`config.mk`:
```
export PLATFORM = sky130hd
export DESIGN_NAME = burst_col_gen
export DESIGN_NICKNAME = d
export VERILOG_FILES = /design/src/rtl/burst_col_pkg.sv /design/src/rtl/burst_mode_reg.sv /design/src/rtl/burst_beat_ctrl.sv /design/src/rtl/burst_addr_map.sv /design/src/rtl/burst_col_gen.sv
export SDC_FILE = /design/constraint.sdc
export NUM_CORES = 1
export LEC_CHECK = 0
export ABC_AREA = 1
export BUFFER_PORTS_ARGS = -buffer_cell sky130_fd_sc_hd__clkbuf_2
export CORE_MARGIN = 10
export CORE_UTILIZATION = 30
export CTS_CLUSTER_DIAMETER = 40
export DETAILED_ROUTE_END_ITERATION = 8
export PLACE_DENSITY_LB_ADDON = 0.15
export SYNTH_ARGS = -nofsm -noshare
export SYNTH_HDL_FRONTEND = slang
export SYNTH_SLANG_ARGS = --single-unit
```
`constraint.sdc`:
```
create_clock -name clk_i -period 2 [get_ports clk_i]
set_clock_uncertainty 0.1 [all_clocks]
set_input_delay 0.4 -clock clk_i [delete_from_list [all_inputs] [get_ports clk_i]]
set_output_delay 0.4 -clock clk_i [all_outputs]
set_load 0.02 [all_outputs]
```
`src/rtl/burst_col_pkg.sv`:
```
package burst_col_pkg;

  localparam int BL_CODE_W = 3;
  localparam int CL_CODE_W = 3;
  localparam int MODE_W    = 8;
  localparam logic [BL_CODE_W-1:0] BL_FULL_PAGE = 3'b111;
  localparam logic [BL_CODE_W-1:0] BL_MAX_POW   = 3'b011;

  // packed order matches the mode word: [7] wr_single, [6:4] cl, [3] ilv, [2:0] bl
  typedef struct packed {
    logic                 wr_single;
    logic [CL_CODE_W-1:0] cl_code;
    logic                 ilv;
    logic [BL_CODE_W-1:0] bl_code;
  } mode_t;

  function automatic logic mode_legal(input mode_t m);
    logic bl_ok;
    logic cl_ok;
    bl_ok = (m.bl_code <= BL_MAX_POW) || ((m.bl_code == BL_FULL_PAGE) && !m.ilv);
    cl_ok = (m.cl_code != 3'd0) && (m.cl_code <= 3'd3);
    return bl_ok && cl_ok;
  endfunction

endpackage

```
`src/rtl/burst_mode_reg.sv`:
```
module burst_mode_reg
  import burst_col_pkg::*;
#(
  parameter mode_t RST_MODE = '{wr_single: 1'b0, cl_code: 3'd3, ilv: 1'b0, bl_code: 3'd0}
) (
  input  logic              clk_i,
  input  logic              rst_ni,
  input  logic              load_i,
  input  logic [MODE_W-1:0] word_i,
  output mode_t             mode_o,
  output logic              err_o
);

  mode_t mode_q;
  mode_t word_m;
  logic  err_q;
  logic  legal;

  assign word_m = mode_t'(word_i);
  assign legal  = mode_legal(word_m);

  always_ff @(posedge clk_i or negedge rst_ni) begin
    if (!rst_ni) begin
      mode_q <= RST_MODE;
      err_q  <= 1'b0;
    end else if (load_i) begin
      if (legal) begin
        mode_q <= word_m;
        err_q  <= 1'b0;
      end else begin
        err_q  <= 1'b1;
      end
    end
  end

  assign mode_o = mode_q;
  assign err_o  = err_q;

endmodule

```
`src/rtl/burst_beat_ctrl.sv`:
```
module burst_beat_ctrl
  import burst_col_pkg::*;
#(
  parameter int COL_W = 8
) (
  input  logic             clk_i,
  input  logic             rst_ni,
  input  logic             start_i,
  input  logic             is_write_i,
  input  logic [COL_W-1:0] start_col_i,
  input  logic             term_i,
  input  mode_t            mode_i,
  output logic             active_o,
  output logic             last_o,
  output logic [COL_W-1:0] beat_o,
  output logic [COL_W-1:0] mask_o,
  output logic [COL_W-1:0] base_o,
  output logic             ilv_o
);

  localparam logic [COL_W-1:0] ONE = COL_W'(1);

  logic             active_q;
  logic             full_q;
  logic             ilv_q;
  logic [COL_W-1:0] beat_q;
  logic [COL_W-1:0] mask_q;
  logic [COL_W-1:0] base_q;

  logic             single_wr;
  logic             new_full;
  logic [COL_W-1:0] new_mask;
  logic             at_end;

  assign single_wr = is_write_i && mode_i.wr_single;
  assign new_full  = !single_wr && (mode_i.bl_code == BL_FULL_PAGE);

  always_comb begin
    if (single_wr)     new_mask = '0;
    else if (new_full) new_mask = '1;
    else               new_mask = (ONE << mode_i.bl_code[1:0]) - ONE;
  end

  assign at_end = active_q && !full_q && (beat_q == mask_q);

  always_ff @(posedge clk_i or negedge rst_ni) begin
    if (!rst_ni) begin
      active_q <= 1'b0;
      full_q   <= 1'b0;
      ilv_q    <= 1'b0;
      beat_q   <= '0;
      mask_q   <= '0;
      base_q   <= '0;
    end else if (start_i) begin
      active_q <= 1'b1;
      full_q   <= new_full;
      ilv_q    <= mode_i.ilv && !single_wr;
      beat_q   <= '0;
      mask_q   <= new_mask;
      base_q   <= start_col_i;
    end else if (term_i || at_end) begin
      active_q <= 1'b0;
    end else if (active_q) begin
      beat_q   <= beat_q + ONE;
    end
  end

  assign active_o = active_q;
  assign last_o   = at_end;
  assign beat_o   = beat_q;
  assign mask_o   = mask_q;
  assign base_o   = base_q;
  assign ilv_o    = ilv_q;

endmodule

```
`src/rtl/burst_addr_map.sv`:
```
module burst_addr_map #(
  parameter int COL_W = 8
) (
  input  logic [COL_W-1:0] base_i,
  input  logic [COL_W-1:0] beat_i,
  input  logic [COL_W-1:0] mask_i,
  input  logic             ilv_i,
  output logic [COL_W-1:0] col_o
);

  logic [COL_W-1:0] seq_col;
  logic [COL_W-1:0] ilv_col;

  // carries out of the masked low field never reach it, so a plain add is exact
  assign seq_col = base_i + beat_i;
  assign ilv_col = base_i ^ beat_i;

  for (genvar b = 0; b < COL_W; b++) begin : g_bit
    assign col_o[b] = !mask_i[b] ? base_i[b] : (ilv_i ? ilv_col[b] : seq_col[b]);
  end

endmodule

```
`src/rtl/burst_col_gen.sv`:
```
module burst_col_gen
  import burst_col_pkg::*;
#(
  parameter int COL_W = 8
) (
  input  logic              clk_i,
  input  logic              rst_ni,
  input  logic              mode_load_i,
  input  logic [MODE_W-1:0] mode_word_i,
  input  logic              start_i,
  input  logic [COL_W-1:0]  start_col_i,
  input  logic              is_write_i,
  input  logic              term_i,
  output logic [COL_W-1:0]  col_o,
  output logic              valid_o,
  output logic              last_o,
  output logic [1:0]        cas_lat_o,
  output logic              mode_err_o
);

  mode_t            mode;
  logic [COL_W-1:0] beat;
  logic [COL_W-1:0] mask;
  logic [COL_W-1:0] base;
  logic             ilv;

  burst_mode_reg u_mode (
    .clk_i  (clk_i),
    .rst_ni (rst_ni),
    .load_i (mode_load_i),
    .word_i (mode_word_i),
    .mode_o (mode),
    .err_o  (mode_err_o)
  );

  burst_beat_ctrl #(.COL_W(COL_W)) u_ctrl (
    .clk_i       (clk_i),
    .rst_ni      (rst_ni),
    .start_i     (start_i),
    .is_write_i  (is_write_i),
    .start_col_i (start_col_i),
    .term_i      (term_i),
    .mode_i      (mode),
    .active_o    (valid_o),
    .last_o      (last_o),
    .beat_o      (beat),
    .mask_o      (mask),
    .base_o      (base),
    .ilv_o       (ilv)
  );

  burst_addr_map #(.COL_W(COL_W)) u_map (
    .base_i (base),
    .beat_i (beat),
    .mask_i (mask),
    .ilv_i  (ilv),
    .col_o  (col_o)
  );

  assign cas_lat_o = mode.cl_code[1:0];

endmodule

```
-- Yosys cells after proc, flatten, opt, wreduce, memory -nomap -nowiden
Cells that the tools add are included.
- bits of input ports: 22
- word-level logic and storage cells: 64
- register bits: 35
- output and inout bits: 13
- mux-type cells: 24
- $lt $le $gt $ge: 2
- bitwise operators: 1
- add/subtract/negate cells: 3
- equality and inequality tests: 4
- reductions and logical operators: 18
- shift operators: 1
- operators by type and width (cell ; number):
    2-to-1 mux 8 bit ; 5
    2-to-1 mux 1 bit ; 19
    adder 8 x 1 -> 8 bit, second input constant ; 1
    adder 8 bit ; 1
    == test 8 bit ; 1
    logical AND 1 bit ; 8
    left shift 1 x 2 -> 8 bit, first input constant ; 1
    subtractor 8 x 1 -> 8 bit, second input constant ; 1
    bitwise XOR 8 bit ; 1
    == test 3 bit, second input constant ; 2
    less-or-equal comparator 3 x 2 -> 1 bit, second input constant ; 2
    AND reduction 2 bit ; 2
    nonzero test 2 bit ; 2
    logical NOT 1 bit ; 3
    nonzero test 3 bit ; 1
    logical OR 1 bit ; 2
    != test 2 bit, second input constant ; 1

-- Logic depth before layout (Yosys ltp)
Gate-level depths: netlist of run 1.
- word-level depth: 6
- depth in mapped cells: 11
- mapped depth without buffers: 11

-- Cells and area by module
A second synthesis of run 1 with hierarchy kept.
- cells, all modules: 301
- area total of the unflattened synthesis: 2224.6 um^2
- by module, submodules not included (module ; cells each ; area an instance (um^2) ; sequential area each (um^2) ; times used):
    burst_beat_ctrl ; 183 ; 1412.6 ; 650.6 ; 1
    burst_addr_map ; 75 ; 421.7 ; 0.0 ; 1
    burst_mode_reg ; 43 ; 390.4 ; 227.7 ; 1

-- Worst setup path after synthesis of run 1
Ideal clock, no wire load.
- path type: register to output
- from: register u_ctrl.beat_q[0], in the netlist u_ctrl.beat_o[0]
- to: output port col_o[4]
- slack: -0.253 ns
- stages on the path, launching flop included: 8
- required time: 1.500 ns
- arrival time: 1.753 ns
- path buffers: 0
- path through: dfrtp_1 ha_1 fa_1 nand3_1 nand2_1 nand2_1 xor2_1 o21ai_0
- word-level cells in the longest chain between the ends: 3
- RTL lines (element ; RTL line ; RTL):
    from (decl) ; burst_beat_ctrl.sv:26 ; logic [COL_W-1:0] beat_q;
    from (signal assigned) ; burst_beat_ctrl.sv:64 ; beat_q <= beat_q + ONE;
    adder 8 bit ; burst_addr_map.sv:15 ; assign seq_col = base_i + beat_i;
    2-to-1 mux 1 bit (2 in a row) ; burst_addr_map.sv:19 ; assign col_o[b] = !mask_i[b] ? base_i[b] : (ilv_i ? ilv_col[b] : seq_col[b]);
    to (decl) ; burst_col_gen.sv:14 ; output logic [COL_W-1:0] col_o,
No other way between the ends.

-- Worst setup path after layout of run 1
- from: register u_ctrl.beat_q[5], in the netlist u_ctrl.beat_o[5]
- to: output port col_o[7]
The elaborated chain is that of the path after synthesis.

==> results of run 1 <==
==> power by group through the flow <==
| stage | sequential, mW | combinational, mW | clock (mW) |
|---|---|---|---|
| 6_report | 0.852 | 0.742 | 0.779 |
| 5_1_grt | 0.866 | 0.827 | 0.830 |
| 2_1_floorplan | 0.850 | 0.423 | 0 |
| 4_1_cts | 0.850 | 0.732 | 0.799 |
| 3_3_place_gp | 0.858 | 0.682 | 0 |
| 3_5_place_dp | 0.859 | 0.685 | 0 |
==> what timing repair did <==
action	4_1_cts	5_1_grt
pin swaps	8	6
buffers inserted	4	2
endpoints found under the hold margin	0	0
setup endpoints to repair	8	8
gates resized for setup	19	22
==> cell usage in the layout, fill, tap and decap left out, types with 3 or more instances in the layout <==
master,synthesis,layout
inv_2,0,4
buf_4,2,30
clkbuf_8,0,6
nand4_1,12,12
buf_6,0,4
dfrtp_2,0,3
nand3_2,0,4
nand2_1,101,96
ha_4,0,4
o21ai_1,2,7
nand2_2,2,7
dfrtp_1,32,29
nand3_1,22,18
xor2_1,6,6
nor2_1,12,12
nor2_2,4,3
o22ai_1,6,6
ha_1,10,5
clkbuf_2,0,27
inv_1,40,36
o21ai_0,11,6
a21oi_1,7,6
==> worst max-delay path by stage <==
stage | slack (ns) | from | end
finish | -0.33 | u_ctrl.beat_o[5] | col_o[7]
global route | -0.50 | u_ctrl.beat_o[5] | col_o[7]
CTS | -0.39 | u_ctrl.base_o[0] | col_o[6]
detailed placement | -0.15 | u_ctrl.beat_o[0] | col_o[6]
global placement | -0.13 | u_ctrl.beat_o[0] | col_o[6]
floorplan | -0.07 | u_ctrl.beat_o[0] | col_o[4]
==> kinds of logic after synthesis <==
logic type,after synthesis,synth area share
simple gates,160,0.335
buf+inv,49,0.0918
flops,34,0.399
compound gates,31,0.0824
fa+ha+maj,11,0.0678
xor+xnor,6,0.0245
==> worst reg2reg max path: stages, from the launching register on <==
cell	delay [ns]
dfrtp_2	0.45
buf_6	0.13
buf_4	0.13
inv_2	0.05
nor2_1	0.04
nor2_2	0.13
nand4_4	0.11
buf_4	0.20
nand2_4	0.13
nand3_1	0.08
nand2_1	0.07
==> registers in the layout, summed over array words and instances, names as in the netlist <==
name             count
u_ctrl.ilv_o         1
u_ctrl.active_o      1
u_mode.err_o         1
u_ctrl.full_q        1
u_ctrl.base_o        8
u_mode.mode_o        7
u_ctrl.beat_o        8
u_ctrl.mask_o        7
==> area by class of cell <==
type,count,area [sq um],area share
clock buffer,5,68.8,0.0237
clock inverter,3,68.8,0.0237
inverter,41,154,0.0530
multi-input combinational,208,1190,0.409
sequential,34,857,0.295
tap,96,120,0.0414
timing repair buffer,65,447,0.154
==> metrics by stage <==
stage | hold WS, ns | util
after detailed placement | 0.357 | 0.377
after floorplan | 0.00441 | -
after global routing | 0.0766 | 0.423
final | 0.0495 | 0.423
after global placement | 0.354 | 0.377
after CTS | 0.0533 | 0.414
==> per-layer routing <==
metal	wire, microns	up-vias	part of all wire
li1	-	1063	-
met1	2930	954	0.49
met2	2730	45	0.45
met3	319	4	0.053
met4	58	0	0.0096
met5	0	-	0
==> results.yml, run 1 <==
worst_setup_path:
  cp.required_ns: 1.50
  rr_worst_depth: 10
  r2r-end: "u_ctrl.beat_o[0]"
  critical_path_depth: 12
  reg2reg_slack_ns: 0.32
  slowest_stage: "dfrtp_1"
  critPathTopFamily: "simple AND/OR/NAND/NOR gates"
  endpoint_kind: "output port"
  worstPathArrival_ns: 1.83
  worstPathCellList: "ha_1, nand2_1, inv_1, nand2_1, nand2_1, nand2_1, nand2_1, nand2_1, nand3_1, nand2_1, nand2_1, clkbuf_4"
  worst-path-max-fanout: 2
  cpMostUsedCell: "nand2_1"
  worstSetupPathType: "flip-flop to output port"
  cpPeakStageDelay_ns: 0.40
  crit-reg2reg-launch: "u_ctrl.beat_o[1]"
  cp-start-kind: "flip-flop"
  crit_buf_inv: 2
floorplanning:
  die_h_microns: 104
  core_area_sq_mm: 0.00687
  row_count: 30
  start_util: 0.312
  dieArea_sq_mm: 0.0109
  io_pins: 35
  die_x_microns: 104
route:
  final_antenna_net_count: 0
  routed_via_density: 4.57
  num_vias: 2066
  wl_per_cell_microns: 13.4
  drc: 0
  dr.pass1.iters: 4
  drtIter0Drc: 115
  drt_wl_total_mm: 6.04
clock_tree:
  htreeDepth: 2
  clk_latency_ns: 0.29
  cts.reportedPaths.clkPinSlew_ns: 0.08
  cts_buffers: 5
  cts_root_buf: "clkbuf_8"
  cts_sinks: 34
  clockBufferDepth: 2
  hold_buffers: 0
  cts_tree: "yes"
global_route:
  use_met3: 0.0304
  gr-total-overflow: 0
  antenna_found_initial: 0
  grt_max_degree: 35
  grt_util_met2: 0.179
  grt_usage: 0.112
  grt_pass1_wl_mm: 10.1
  first_global_vias: 2035
  grt.met1_usage: 0.145
  grt.busiest_layer: "met2"
logic_synthesis:
  synth_top_area_frac: 0.374
  ys_seq_elements: 34
  synth.area.top_cells: "dfrtp_1 37%, nand2_1 18%, inv_1 7.0%"
  synth_cells: 291
  yosys_warnings: 0
  synthesis.nets: 324
  synth_seq_area_share: 0.399
  synth_flop_cell: "dfrtp_1"
  synth_area_sq_mm: 0.00214
  synth_top_area_cell: "dfrtp_1"
  synth_commonest_cells: "101 x nand2_1, 40 x inv_1, 32 x dfrtp_1"
  synth_edf_count: 0
  yosysUniqueCellTypes: 31
  synth.avg_cell_area_sq_um: 7.36
  ys_async_sr_fraction: 1.00
  yosysMostFrequentCell: "nand2_1"
placement:
  dp_cells: 439
  pre_cts_slack_ns: -0.155
  place_area_sq_mm: 0.00259
  gp_routability_congestion: 0.791
  io_buffers: 34
  hpwl_mm: 4.62
final_layout:
  fillers: 732
  instances_no_fill: 452
  nNetsFinal: 388
  syn_to_final_growth_pct: 35.6
  n_antenna_cell: 0
  drive_gt1_frac: 0.301
  finalInstanceArea_sq_mm: 0.00290
sta:
  fin_crit_sh: 1.17
  max_freq_mhz: 429
  timing.setup.tns_ns: -1.97
  setup_viol: 7
  drv_slew: 0
  rsz0062_at_grt: "yes"
  min_period_ns: 2.33
  fin_ws_ns: -0.331
  hold_viol: 0
  tightest_slew_ns: 0.478
  max_slew_margin: 0.681
power_and_ir_drop:
  seq_power_share: 0.359
  combPwrFrac: 0.313
  power.internal_mw: 1.59
  finalPower_mw: 2.37
  ir_worst_vdd_mv: 0.473
  power_density_mw_per_mm2: 818
  power_frac_clock: 0.328
  swShare: 0.331
  power_switching_mw: 0.785
  total_leakage_power_nw: 1.54
job:
  maxCapViolCount: 0
status:
  violations: "negative setup slack"
  status: "complete, but fails checks"
hold_path:
  hold_path.class: "input port to asynchronous set/reset pin"
No activity file was read; power rests on OpenSTA's default activity.
==> run 2, diff against run 1 <==
SKIP_LAST_GASP = 1   (was unset)
==> run 2 against run 1 <==
Sequential share of layout area hardly changed. Maximum frequency is 0.97% lower. Power is 0.30% lower. Via count is 0.24% lower. The flow still finishes with violations (negative setup slack). Highest routed layer unchanged. Flip-flop and latch count stayed put. First-iteration DRC count is 7.8% higher. Register-to-register slack worse by 0.02 ns. Critical endpoint is now col_o[6].
==> results.yml, run 2 (same netlist as run 1, synthesis figures left out) <==
route:
  drt_wl_total_mm: 6.04
  drtIter0Drc: 124
  drc: 0
  dr.pass1.iters: 4
  routed_via_density: 4.55
  final_antenna_net_count: 0
  num_vias: 2061
  wl_per_cell_microns: 13.3
global_route:
  gr-total-overflow: 0
  first_global_vias: 2022
  grt_pass1_wl_mm: 10.0
  antenna_found_initial: 0
  grt_usage: 0.112
  grt_max_degree: 35
clock_tree:
  clk_latency_ns: 0.29
  cts_buffers: 5
  cts.reportedPaths.clkPinSlew_ns: 0.08
  cts_root_buf: "clkbuf_8"
  cts_sinks: 34
  cts_tree: "yes"
  clockBufferDepth: 2
  htreeDepth: 2
worst_setup_path:
  critPathTopFamily: "adder cells"
  crit_buf_inv: 1
  worstPathCellList: "ha_2, fa_2, nand3_2, nand2_2, nand4_1, nand2_1, nand2_1, nand3_2, nand2_2, clkbuf_8"
  worstSetupPathType: "flip-flop to output port"
  crit-reg2reg-launch: "u_ctrl.beat_o[2]"
  worstPathArrival_ns: 1.85
  slowest_stage: "dfrtp_1"
  cp-start-kind: "flip-flop"
  crit_start: "u_ctrl.beat_o[0]"
  worst-path-max-fanout: 2
  cp.required_ns: 1.50
  cpPeakStageDelay_ns: 0.39
  endpoint_kind: "output port"
sta:
  tightest_slew_ns: 0.482
  min_period_ns: 2.35
  max_freq_mhz: 425
  rsz0062_at_grt: "yes"
  drv_slew: 0
  max_slew_margin: 0.678
  setup_viol: 8
  fin_ws_ns: -0.354
  fin_crit_sh: 1.18
  hold_viol: 0
placement:
  dp_cells: 439
  gp_routability_congestion: 0.791
  hpwl_mm: 4.62
  io_buffers: 34
final_layout:
  n_antenna_cell: 0
  layout_commonest_cell: "nand2_1"
  final_cell_mix: "95 x nand2_1, 39 x inv_1, 31 x buf_4"
  syn_to_final_growth_pct: 35.4
  fillers: 736
  instances_no_fill: 453
  regArea_sq_um: 856
  drive_gt1_frac: 0.291
  multi_input_area_sq_mm: 0.00118
  nNetsFinal: 389
  fin_util: 0.422
power_and_ir_drop:
  seq_power_share: 0.360
  ir_worst_vdd_mv: 0.496
  total_leakage_power_nw: 1.54
  power.internal_mw: 1.59
  power_switching_mw: 0.781
  combPwrFrac: 0.310
  swShare: 0.330
  power_frac_clock: 0.330
  power_density_mw_per_mm2: 816
floorplanning:
  start_util: 0.312
  io_pins: 35
  row_count: 30
  core_area_sq_mm: 0.00687
  die_x_microns: 104
  die_h_microns: 104
  dieArea_sq_mm: 0.0109
status:
  violations: "negative setup slack"
  status: "complete, but fails checks"
hold_path:
  hold_path.class: "input port to asynchronous set/reset pin"
job:
  maxCapViolCount: 0
[run 2: cell count changes in the layout (fill, tap and decap cells not counted), sizes merged]
cell | previous run | this run
buf | 36 | 37
[run 2: power by group through the flow]
stage | Combinational [mW] | Clock (mW) | Sequential (mW)
final | 0.734 | 0.781 | 0.852
after global routing | 0.820 | 0.830 | 0.865
after CTS | 0.729 | 0.799 | 0.849
after detailed placement | 0.685 | 0 | 0.859
after global placement | 0.682 | 0 | 0.858
after floorplan | 0.423 | 0 | 0.850
[run 2: layout make-up]
| cell class | count | share of cell area |
|---|---|---|
| Tap cell | 96 | 0.0414 |
| Timing Repair Buffer | 66 | 0.156 |
| Clock inverter | 3 | 0.0237 |
| Inverter | 41 | 0.0531 |
| Multi-Input combinational cell | 208 | 0.407 |
| Clock buffer | 5 | 0.0237 |
| Sequential cell | 34 | 0.295 |
[run 2: path summary, 6_finish.rpt]
path,cells after the start,end,slack [ns]
min in group clk_i,3,u_ctrl.base_o[2],0.21
max,10,col_o[6],-0.35
min,2,u_ctrl.mask_o[0],0.05
max reg2reg,11,u_ctrl.beat_o[0],0.30
min reg2reg,2,u_mode.mode_o[5],0.37
max in group asynchronous,2,u_ctrl.beat_o[1],1.38
[run 2: repair_timing]
item,CTS,global route
setup buffers,4,3
pin swaps,8,10
gates resized for setup,16,18
hold buffers,0,0
endpoints found under the setup margin,8,8
[run 2: metrics by stage]
step | total power [mW] | TNS, ns | worst slack [ns] | hold WS [ns] | area [sq um]
6_report | 2.37 | -2.02 | -0.354 | 0.0455 | 2900
5_1_grt | 2.52 | -2.98 | -0.509 | 0.0766 | 2900
4_1_cts | 2.38 | -2.36 | -0.391 | 0.0533 | 2830
3_5_place_dp | 1.54 | -0.338 | -0.155 | 0.357 | 2590
3_3_place_gp | 1.54 | -0.297 | -0.125 | 0.354 | 2590
2_1_floorplan | 1.27 | -0.0729 | -0.0729 | 0.00441 | 2150
[run 2: per-layer routing]
layer  wire (microns)  track usage  vias up
li1                 -            -     1064
met1             2960        0.145      951
met2             2760        0.177       42
met3              251       0.0304        4
met4               58       0.0298        0
met5                0            0        -
